**config.mk**
```make
export PLATFORM = sky130hd
export DESIGN_NAME = bk_prefix_adder
export DESIGN_NICKNAME = d
export VERILOG_FILES = /design/src/rtl/bk_adder_pkg.sv /design/src/rtl/bk_pg_gen.sv /design/src/rtl/bk_carry_op.sv /design/src/rtl/bk_prefix_tree.sv /design/src/rtl/bk_sum_stage.sv /design/src/rtl/bk_prefix_adder.sv
export SDC_FILE = /design/constraint.sdc
export NUM_CORES = 1
export LEC_CHECK = 0
export ABC_CLOCK_PERIOD_IN_PS = 1500
export CELL_PAD_IN_SITES_DETAIL_PLACEMENT = 1
export CELL_PAD_IN_SITES_GLOBAL_PLACEMENT = 2
export CORE_UTILIZATION = 16
export DETAILED_ROUTE_END_ITERATION = 7
export GPL_ROUTABILITY_DRIVEN = 0
export GPL_TIMING_DRIVEN = 0
export PLACE_DENSITY = 0.8
export SLEW_MARGIN = 10
export SYNTH_ARGS = -nofsm -noshare
export SYNTH_HDL_FRONTEND = slang
export SYNTH_SLANG_ARGS = --single-unit
```
**constraint.sdc**
```tcl
create_clock -name vclk -period 1.5
set_input_delay 0.3 -clock vclk [all_inputs]
set_output_delay 0.3 -clock vclk [all_outputs]
set_load 0.02 [all_outputs]
```
**src/rtl/bk_adder_pkg.sv**
```systemverilog
package bk_adder_pkg;
  // Largest width the prefix tree is meant for; guards absurd instances.
  localparam int MAX_W = 1024;

  function automatic bit is_pow2(input int n);
    return (n >= 2) && ((n & (n - 1)) == 0);
  endfunction
endpackage

```
**src/rtl/bk_pg_gen.sv**
```systemverilog
module bk_pg_gen #(
  parameter int W = 8
) (
  input  logic [W-1:0] a_i,
  input  logic [W-1:0] b_i,
  output logic [W-1:0] g_o,
  output logic [W-1:0] p_o
);
  always_comb begin
    g_o = a_i & b_i;
    p_o = a_i ^ b_i;
  end

  always_comb begin

    bit_pg_excl_chk: assert ((g_o & p_o) == '0)
      else $error("bit generate and propagate overlap");
  end
endmodule

```
**src/rtl/bk_carry_op.sv**
```systemverilog
module bk_carry_op (
  input  logic hi_g_i,
  input  logic hi_p_i,
  input  logic lo_g_i,
  input  logic lo_p_i,
  output logic g_o,
  output logic p_o
);
  always_comb begin
    g_o = hi_g_i | (hi_p_i & lo_g_i);
    p_o = hi_p_i & lo_p_i;
  end

  always_comb begin

    op_excl_chk: assert (!(g_o && p_o))
      else $error("carry operator output generate and propagate overlap");
  end
endmodule

```
**src/rtl/bk_prefix_tree.sv**
```systemverilog
module bk_prefix_tree #(
  parameter int W = 8
) (
  input  logic [W-1:0] g_i,
  input  logic [W-1:0] p_i,
  output logic [W-1:0] pre_g_o,
  output logic [W-1:0] pre_p_o
);
  localparam int LG  = $clog2(W);
  localparam int NST = 2 * LG - 1;

  for (genvar s = 0; s <= NST; s++) begin : stg
    logic [W-1:0] gv;
    logic [W-1:0] pv;
    if (s == 0) begin : base
      assign gv = g_i;
      assign pv = p_i;
    end else begin : lvl
      localparam bit UP   = (s <= LG);
      localparam int D    = UP ? s : (2 * LG - s);
      localparam int SPAN = 1 << D;
      localparam int HALF = SPAN / 2;
      for (genvar i = 0; i < W; i++) begin : col
        localparam bit MERGE = UP ? (((i + 1) % SPAN) == 0)
                                  : ((((i + 1) % SPAN) == HALF) && (i >= SPAN));
        if (MERGE) begin : op
          bk_carry_op u_op (
            .hi_g_i (stg[s-1].gv[i]),
            .hi_p_i (stg[s-1].pv[i]),
            .lo_g_i (stg[s-1].gv[i-HALF]),
            .lo_p_i (stg[s-1].pv[i-HALF]),
            .g_o    (gv[i]),
            .p_o    (pv[i])
          );
        end else begin : pass
          assign gv[i] = stg[s-1].gv[i];
          assign pv[i] = stg[s-1].pv[i];
        end
      end
    end
  end

  assign pre_g_o = stg[NST].gv;
  assign pre_p_o = stg[NST].pv;

  always_comb begin

    prefix_excl_chk: assert ((pre_g_o & pre_p_o) == '0)
      else $error("prefix generate and propagate overlap");
  end
endmodule

```
**src/rtl/bk_sum_stage.sv**
```systemverilog
module bk_sum_stage #(
  parameter int W = 8
) (
  input  logic [W-1:0] p_i,
  input  logic [W-1:0] pre_g_i,
  input  logic [W-1:0] pre_p_i,
  input  logic         cin_i,
  output logic [W-1:0] sum_o,
  output logic         cout_o
);
  logic [W:0] carry;

  always_comb begin
    carry[0] = cin_i;
    for (int i = 0; i < W; i++) begin
      carry[i+1] = pre_g_i[i] | (pre_p_i[i] & cin_i);
    end
    sum_o  = p_i ^ carry[W-1:0];
    cout_o = carry[W];
  end
endmodule

```
**src/rtl/bk_prefix_adder.sv**
```systemverilog
module bk_prefix_adder #(
  parameter int W = 8
) (
  input  logic [W-1:0] a_i,
  input  logic [W-1:0] b_i,
  input  logic         cin_i,
  output logic [W-1:0] sum_o,
  output logic         cout_o,
  output logic         grp_gen_o,
  output logic         grp_prop_o
);
  import bk_adder_pkg::*;

  if (!is_pow2(W) || (W > MAX_W)) begin : bad_width
    $error("W must be a power of two between 2 and MAX_W");
  end

  logic [W-1:0] bit_g;
  logic [W-1:0] bit_p;
  logic [W-1:0] pre_g;
  logic [W-1:0] pre_p;

  bk_pg_gen #(.W(W)) u_pg (
    .a_i (a_i),
    .b_i (b_i),
    .g_o (bit_g),
    .p_o (bit_p)
  );

  bk_prefix_tree #(.W(W)) u_tree (
    .g_i     (bit_g),
    .p_i     (bit_p),
    .pre_g_o (pre_g),
    .pre_p_o (pre_p)
  );

  bk_sum_stage #(.W(W)) u_sum (
    .p_i     (bit_p),
    .pre_g_i (pre_g),
    .pre_p_i (pre_p),
    .cin_i   (cin_i),
    .sum_o   (sum_o),
    .cout_o  (cout_o)
  );

  assign grp_gen_o  = pre_g[W-1];
  assign grp_prop_o = pre_p[W-1];

  always_comb begin

    word_excl_chk: assert (!(grp_gen_o && grp_prop_o))
      else $error("word generate and propagate overlap");

    pass_through_chk: assert (!grp_prop_o ||
                              ((sum_o == {W{~cin_i}}) && (cout_o == cin_i)))
      else $error("carry-in not passed through a fully propagating word");

    lsb_sum_chk: assert (sum_o[0] == (a_i[0] ^ b_i[0] ^ cin_i))
      else $error("sum bit 0 mismatch");
  end
endmodule

```
Yosys cells after proc, flatten, opt, wreduce, memory -nomap -nowiden
Index checks and enable logic that the tools add are counted.
{"block": "word_totals", "romBits": 0, "ram_bits": 0, "register_bits": 0, "n_memories": 0, "latchBits": 0, "out_inout_bits": 11, "inputBits": 17}
{"block": "op_classes", "bitwise_logic": 52, "eq_ne": 0, "magnitude_cmp": 0, "n_addsub": 0, "mul": 0, "n_reduce_logical": 0, "mux": 0, "n_div": 0, "n_shift": 0}
{"cell": "AND 1 bit", "n": 30}
{"cell": "OR 1 bit", "n": 19}
{"cell": "bitwise XOR 8 bit", "n": 2}
{"cell": "AND 8 bit", "n": 1}

Logic depth before layout (Yosys ltp)
Gate-level depths: netlist (run 1).
{"block": "depth", "word_depth": 11, "ltp_mapped": 5}

Modules after synthesis
A second synthesis (run 1) with hierarchy kept.
{"block": "hier_totals", "cells_unflattened": 53, "hier_area_um2": 460.4}
{"mod": "bk_carry_op", "area_each_um2": 15.0, "cells_each": 2, "instances": 11}
{"mod": "bk_sum_stage", "area_each_um2": 150.1, "cells_each": 17, "instances": 1}
{"mod": "bk_pg_gen", "area_each_um2": 100.1, "cells_each": 8, "instances": 1}
{"mod": "bk_prefix_tree", "area_each_um2": 45.0, "cells_each": 6, "instances": 1}

Least setup slack after synthesis (run 1)
No wires, ideal clock.
{"block": "synth_path", "path_kind": "input to output", "start": "input a_i[2]", "end": "output sum_o[5]", "t_arrival_ns": 1.519, "path_slack_ns": -0.319, "stages": 5, "n_path_buf": 0, "path_cell_list": "ha_1 > and4_4 > nand2_2 > a21bo_1 > a221oi_2"}
{"block": "synth_between", "elab_chain_cells": 8, "word_cells_on_any_way": 14}
{"item": "from (decl)", "line": "bk_prefix_adder.sv:4", "text": "input logic [W-1:0] a_i,"}
{"item": "AND 8 bit / bitwise XOR 8 bit (equally long branches)", "line": "bk_pg_gen.sv:10, bk_pg_gen.sv:11"}
{"item": "AND 1 bit (on tied branches)", "line": "bk_carry_op.sv:10, bk_carry_op.sv:11"}
{"item": "OR 1 bit / AND 1 bit (equally long branches)", "line": "bk_carry_op.sv:10", "text": "g_o = hi_g_i | (hi_p_i & lo_g_i);"}
{"item": "OR 1 bit", "line": "bk_carry_op.sv:10"}
{"item": "AND 1 bit", "line": "bk_carry_op.sv:10"}
{"item": "OR 1 bit", "line": "bk_carry_op.sv:10"}
{"item": "OR 1 bit (*)", "line": "bk_sum_stage.sv:16", "text": "carry[i+1] = pre_g_i[i] | (pre_p_i[i] & cin_i);"}
{"item": "bitwise XOR 8 bit (*)", "line": "bk_sum_stage.sv:18", "text": "sum_o = p_i ^ carry[W-1:0];"}
{"item": "to (decl)", "line": "bk_prefix_adder.sv:7", "text": "output logic [W-1:0] sum_o,"}
Every way passes the cells marked *; elsewhere a longest branch is shown, timed or not.

Worst setup path after layout (run 1)
{"block": "layout_path", "start": "input b_i[3]", "end": "output sum_o[7]"}
{"block": "layout_between", "elab_chain_cells": 10, "word_cells_on_any_way": 17}
{"item": "from (decl)", "line": "bk_prefix_adder.sv:5", "text": "input logic [W-1:0] b_i,"}
{"item": "bitwise XOR 8 bit", "line": "bk_pg_gen.sv:11", "text": "p_o = a_i ^ b_i;"}
{"item": "AND 1 bit (on tied branches)", "line": "bk_carry_op.sv:10, bk_carry_op.sv:11"}
{"item": "OR 1 bit / AND 1 bit (equally long branches)", "line": "bk_carry_op.sv:10"}
{"item": "OR 1 bit", "line": "bk_carry_op.sv:10"}
{"item": "AND 1 bit", "line": "bk_carry_op.sv:10"}
{"item": "OR 1 bit", "line": "bk_carry_op.sv:10"}
{"item": "AND 1 bit", "line": "bk_carry_op.sv:10"}
{"item": "OR 1 bit", "line": "bk_carry_op.sv:10"}
{"item": "OR 1 bit (*)", "line": "bk_sum_stage.sv:16"}
{"item": "bitwise XOR 8 bit (*)", "line": "bk_sum_stage.sv:18"}
Marked as above.

==> results of run 1 <==
[what timing repair did]
action	CTS	global route
buffers inserted	12	5
endpoints found under the setup margin	11	10
hold buffers	0	0
pin swaps	30	16
resized for setup	156	7
[layout by cell type, fill, tap and decap left out, types with 2 or more instances in the layout]
cell type	count
buf_4	19
buf_6	17
ha_4	8
a21o_1	5
buf_2	5
inv_1	4
a21oi_2	4
nand2_2	2
nand2_4	2
nor2_1	2
xor2_2	2
xor2_1	2
xnor2_1	2
dlygate4sd2_1	2
[kinds of logic (layout without fill, tap and decap cells)]
group | after synthesis | count (layout) | share of synthesized area [%]
compound gates | 16 | 16 | 31.2
fa+ha+maj | 9 | 9 | 31.6
buf+inv | 4 | 48 | 3.95
simple gates | 13 | 13 | 19.4
xor+xnor | 6 | 6 | 13.8
[cells in the mapped netlist, drive strengths merged]
master,number
xnor2,2
o211ai,1
fa,1
inv,4
a221oi,1
ha,8
and2,2
a21o,5
o21a,1
nand2,4
a21oi,5
xor2,4
nor2,2
nand3,1
or2,1
o21ai,1
and4,1
a31oi,1
a21bo,1
and3,2
[final timing paths]
path,from,to,slack (ns),depth (start not counted)
max,b_i[3],sum_o[7],-0.37,8
min,b_i[2],sum_o[3],1.10,5
[power by group through the flow]
stage | Sequential (uW) | Clock, uW | Combinational [uW]
6_report | 0 | 0 | 535
5_1_grt | 0 | 0 | 572
4_1_cts | 0 | 0 | 500
3_5_place_dp | 0 | 0 | 413
3_3_place_gp | 0 | 0 | 409
2_1_floorplan | 0 | 0 | 236
[critical path, delay by kind of cell]
family	cells	cell delay (ns)
AO/OA/AOI/OAI	2	0.41
XOR/XNOR	1	0.14
adder cells (fa/ha/maj)	1	0.28
buffers and inverters	3	0.37
AND/OR/NAND/NOR	1	0.05
[metrics by stage]
| step | area, sq um | utilization [%] | instances | setup WS, ns | power, uW |
|---|---|---|---|---|---|
| 3_5_place_dp | 781 | 35.0 | 104 | -1.24 | 413 |
| 3_3_place_gp | 781 | 35.0 | 104 | -1.25 | 409 |
| 4_1_cts | 965 | 43.2 | 116 | -0.403 | 500 |
| 5_1_grt | 1020 | 45.5 | 120 | -0.415 | 572 |
| 6_report | 1020 | 45.5 | 120 | -0.367 | 535 |
| 2_1_floorplan | 465 | - | 48 | -0.187 | 236 |
[area by class of cell]
type	count	area share, %
repair buffers	44	38.5
inverters	4	1.48
well taps	28	3.44
multi-input cells	44	56.6
[per-layer routing]
layer | vias to the layer above | wire length [microns] | track usage, %
li1 | 261 | - | -
met1 | 248 | 583 | 13.9
met2 | 17 | 776 | 22.7
met3 | 4 | 63 | 0.606
met4 | 0 | 40 | 1.39
met5 | - | 0 | 0
==> impl_metrics.env, run 1 <==
export IMPL_synth_distinct_cells=22
export IMPL_slew_viol_final=0
export IMPL_crit_chain="buf_6 -> ha_4 -> nand2_2 -> o21a_4 -> o211ai_2 -> buf_4 -> xor2_2 -> buf_6"
export IMPL_cap_violations=0
export IMPL_timing_final_crit_share_pct=124
export IMPL_syn_area_sq_um=380
export IMPL_clkPwrFrac_pct=0
export IMPL_overflow=0
export IMPL_dieArea_sq_mm=0.00258
export IMPL_cp_end_kind="output pin"
export IMPL_yosys_area_top_type="ha_1"
export IMPL_syn_instance_count=48
export IMPL_multi_input_area_sq_um=576
export IMPL_switching_share_pct=44.8
export IMPL_fin_nets=120
export IMPL_grt_pass1_vias=574
export IMPL_crit_required_ns=1.20
export IMPL_rows=17
export IMPL_layout_min_cycle_time_ns=1.87
export IMPL_port_buffers=28
export IMPL_fill_cells=257
export IMPL_finalSetupViolations=9
export IMPL_drc_errors=0
export IMPL_crit_path_top_delay_cell="ha_4"
export IMPL_slew_headroom_pct=86.6
export IMPL_synth_warning_count=0
export IMPL_rsz0062_at_grt="true"
export IMPL_syn_to_final_growth_pct=167
export IMPL_coreArea_sq_mm=0.00223
export IMPL_powerDensity_mw_per_mm2=526
export IMPL_drt_total_wl_mm=1.46
export IMPL_seq_area_sq_um=0
export IMPL_setup_slack_ns=-0.367
export IMPL_worstMarginPinSlew_ns=0.200
export IMPL_seq_power_share_pct=0
export IMPL_track_usage_pct=11.6
export IMPL_p_comb_share_pct=100.0
export IMPL_start_kind="primary input"
export IMPL_diodes=0
export IMPL_yosysSeqAreaShare_pct=0
export IMPL_seq_cells=0
export IMPL_synth_area_leaders="ha_1 (26%), a21o_1 (9.9%), xor2_1 (9.2%)"
export IMPL_grt_antenna_before_repair=0
export IMPL_drtPass1Iterations=1
export IMPL_hpwl_microns=909
export IMPL_antenna_left=0
export IMPL_ir_drop_uv=250
export IMPL_synth_top_area_share_pct=26.3
export IMPL_p_sw_uw=240
export IMPL_critPathMaxFanout=5
export IMPL_start_util_pct=17.0
export IMPL_drive_above_1_share_pct=78.3
export IMPL_wl_per_cell_microns=12.2
export IMPL_cp_arrival_ns=1.57
export IMPL_max_stage_delay_ns=0.28
export IMPL_die_w_microns=50.8
export IMPL_hold_class="primary input to output pin"
export IMPL_clock_fmax_ghz=0.536
export IMPL_synth_nets=74
export IMPL_leakage_uw=0.000469
export IMPL_p_int_uw=295
export IMPL_crit_top_cell="buf_6"
export IMPL_worstSetupPathType="primary input to output pin"
export IMPL_die_h_microns=50.8
export IMPL_status="complete, but fails checks"
export IMPL_grt_pass1_wl_mm=2.39
export IMPL_viasPerCell=4.42
export IMPL_dr_total_vias=530
export IMPL_drt_iter0_markers=0
export IMPL_grt_max_degree=6
export IMPL_ioPinCount=28
export IMPL_clock_buffers=0
export IMPL_finalHoldViolCount=0
export IMPL_avgSynthCellArea_sq_um=7.92
export IMPL_violations="negative setup slack"
export IMPL_whs_ns=1.10
export IMPL_tns_ns=-2.27
Note: power is estimated with default switching activity, not from simulation.
==> inputs of run 2 (changes only) <==
- CORE_AREA: unset -> 2 2 39 41
- CORE_UTILIZATION: 16 -> unset
- DIE_AREA: unset -> 0 0 41 43
- DONT_BUFFER_PORTS: unset -> 1
- PLACE_DENSITY: 0.8 -> 0.76
==> run 2 against run 1 <==
Against the previous run: the flow still finishes with violations (negative setup slack); count of clock-buffer cells in the layout is the same; utilization hardly changed; global-route usage rose by 1.5 points; worst hold slack worse by 0.24 ns; sequential share of layout area stayed put; sequential cell count is the same; total power shrank 37%; critical path depth is 3 lower; final cell count down 43%; die area down 32%; routed wire length is 25% lower; non-clock buffer count fell by 40; highest routed layer is now met3.
==> impl_metrics.env, run 2 (synthesis gave the netlist of run 1 again) <==
export IMPL_status="complete, but fails checks"
export IMPL_violations="negative setup slack"
export IMPL_min_path_cells=3
export IMPL_worstMarginPinSlew_ns=0.318
export IMPL_drtPass1Iterations=2
export IMPL_cp_end_kind="output pin"
export IMPL_postCtsHoldBufs=0
export IMPL_critPathMaxFanout=5
export IMPL_hold_path_endpoint="sum_o[5]"
export IMPL_dr_total_vias=365
export IMPL_finalSetupViolations=7
export IMPL_clock_fmax_ghz=0.577
export IMPL_coreArea_sq_mm=0.00138
export IMPL_overflow=0
export IMPL_final_common_cell="ha_4"
export IMPL_slew_headroom_pct=78.7
export IMPL_max_stage_delay_ns=0.34
export IMPL_syn_to_final_growth_pct=65.8
export IMPL_diodes=0
export IMPL_die_w_microns=41
export IMPL_ioPinCount=28
export IMPL_start_util_pct=27.5
export IMPL_layout_min_cycle_time_ns=1.73
export IMPL_dieArea_sq_mm=0.00176
export IMPL_tns_ns=-0.875
export IMPL_seq_cells=0
export IMPL_instances_no_fill=68
export IMPL_rows=14
export IMPL_finalHoldViolCount=0
export IMPL_worstSetupPathType="primary input to output pin"
export IMPL_track_usage_pct=13.0
export IMPL_drc_errors=0
export IMPL_final_util_pct=45.6
export IMPL_viasPerCell=5.37
export IMPL_leakage_uw=0.000271
export IMPL_ir_drop_uv=217
export IMPL_fin_nets=80
export IMPL_cap_violations=0
export IMPL_wl_per_cell_microns=16.1
export IMPL_grt_max_degree=7
export IMPL_drt_iter0_markers=1
export IMPL_grt_antenna_before_repair=0
export IMPL_seq_area_sq_um=0
export IMPL_dpl_cell_area_sq_um=485
export IMPL_port_buffers=0
export IMPL_drt_total_wl_mm=1.10
export IMPL_antenna_left=0
export IMPL_design_area_sq_um=631
export IMPL_drive_above_1_share_pct=63.5
export IMPL_hold_class="primary input to output pin"
export IMPL_crit_chain="ha_4 -> nand2_2 -> o21a_4 -> a21bo_1 -> a221oi_4"
export IMPL_grt_pass1_wl_mm=1.68
export IMPL_layout_common_cells="ha_4 (6), a21o_1 (5), inv_1 (4), a21oi_2 (4)"
export IMPL_grt_pass1_vias=373
export IMPL_placed_cells=64
export IMPL_timing_final_crit_share_pct=116
export IMPL_powerDensity_mw_per_mm2=539
export IMPL_crit_required_ns=1.20
export IMPL_crit_path_top_delay_cell="a221oi_4"
export IMPL_die_h_microns=43
export IMPL_hpwl_microns=824
export IMPL_clock_buffers=0
export IMPL_finalPower_uw=340
export IMPL_cp_arrival_ns=1.43
export IMPL_slew_viol_final=0
export IMPL_min_from="cin_i"
export IMPL_setup_slack_ns=-0.234
export IMPL_rsz0062_at_grt="true"
export IMPL_start_kind="primary input"
-- run 2: final cells by class --
cell class | count | area [sq um]
fillers | 162 | 753
multi-input cells | 44 | 562
repair buffers | 4 | 33.8
well taps | 16 | 20.0
inverters | 4 | 15.0
-- run 2: metal layers --
metal / up-vias / global-route usage, % / part of all wire, %
li1: 178 / - / -
met1: 174 / 17.6 / 37
met2: 13 / 22.2 / 56
met3: 0 / 2.09 / 6.3
met4: 0 / 0 / 0
met5: - / 0 / 0
-- run 2: worst max path at each step --
stage | endpoint | slack [ns] | from
floorplan | sum_o[6] | -0.19 | a_i[0]
global placement | sum_o[5] | -0.26 | b_i[1]
detailed placement | sum_o[6] | -0.27 | a_i[0]
CTS | sum_o[5] | -0.25 | a_i[3]
global route | sum_o[5] | -0.29 | a_i[3]
finish | sum_o[5] | -0.23 | b_i[3]
-- run 2: timing repair --
action                                  4_1_cts  5_1_grt
setup buffers                                 3        1
endpoints found under the hold margin         0        0
pin swaps                                    11       10
endpoints found under the setup margin        8        8
gates resized for setup                      12        8
-- run 2: worst max-delay path: cells and delay by family --
kind | cells | cell delay, ns
AO/OA/AOI/OAI | 3 | 0.80
adder cells (fa/ha/maj) | 1 | 0.27
AND/OR/NAND/NOR | 1 | 0.05
-- run 2: stage by stage --
step / hold WS, ns / worst slack, ns
after global routing: 0.875 / -0.288
after floorplan: 0.824 / -0.187
final: 0.858 / -0.234
after global placement: 0.856 / -0.262
after CTS: 0.857 / -0.247
after detailed placement: 0.856 / -0.273
-- run 2: power by group --
part | internal (uW) | switching [uW]
clock | 0 | 0
combinational | 148 | 192
sequential | 0 | 0
total | 148 | 192
==> inputs of run 3 (changes only) <==
- SLEW_MARGIN: 10 -> 20
==> results of run 3 <==
No change in the layout: final DEF, timing and power equal those of run 2.
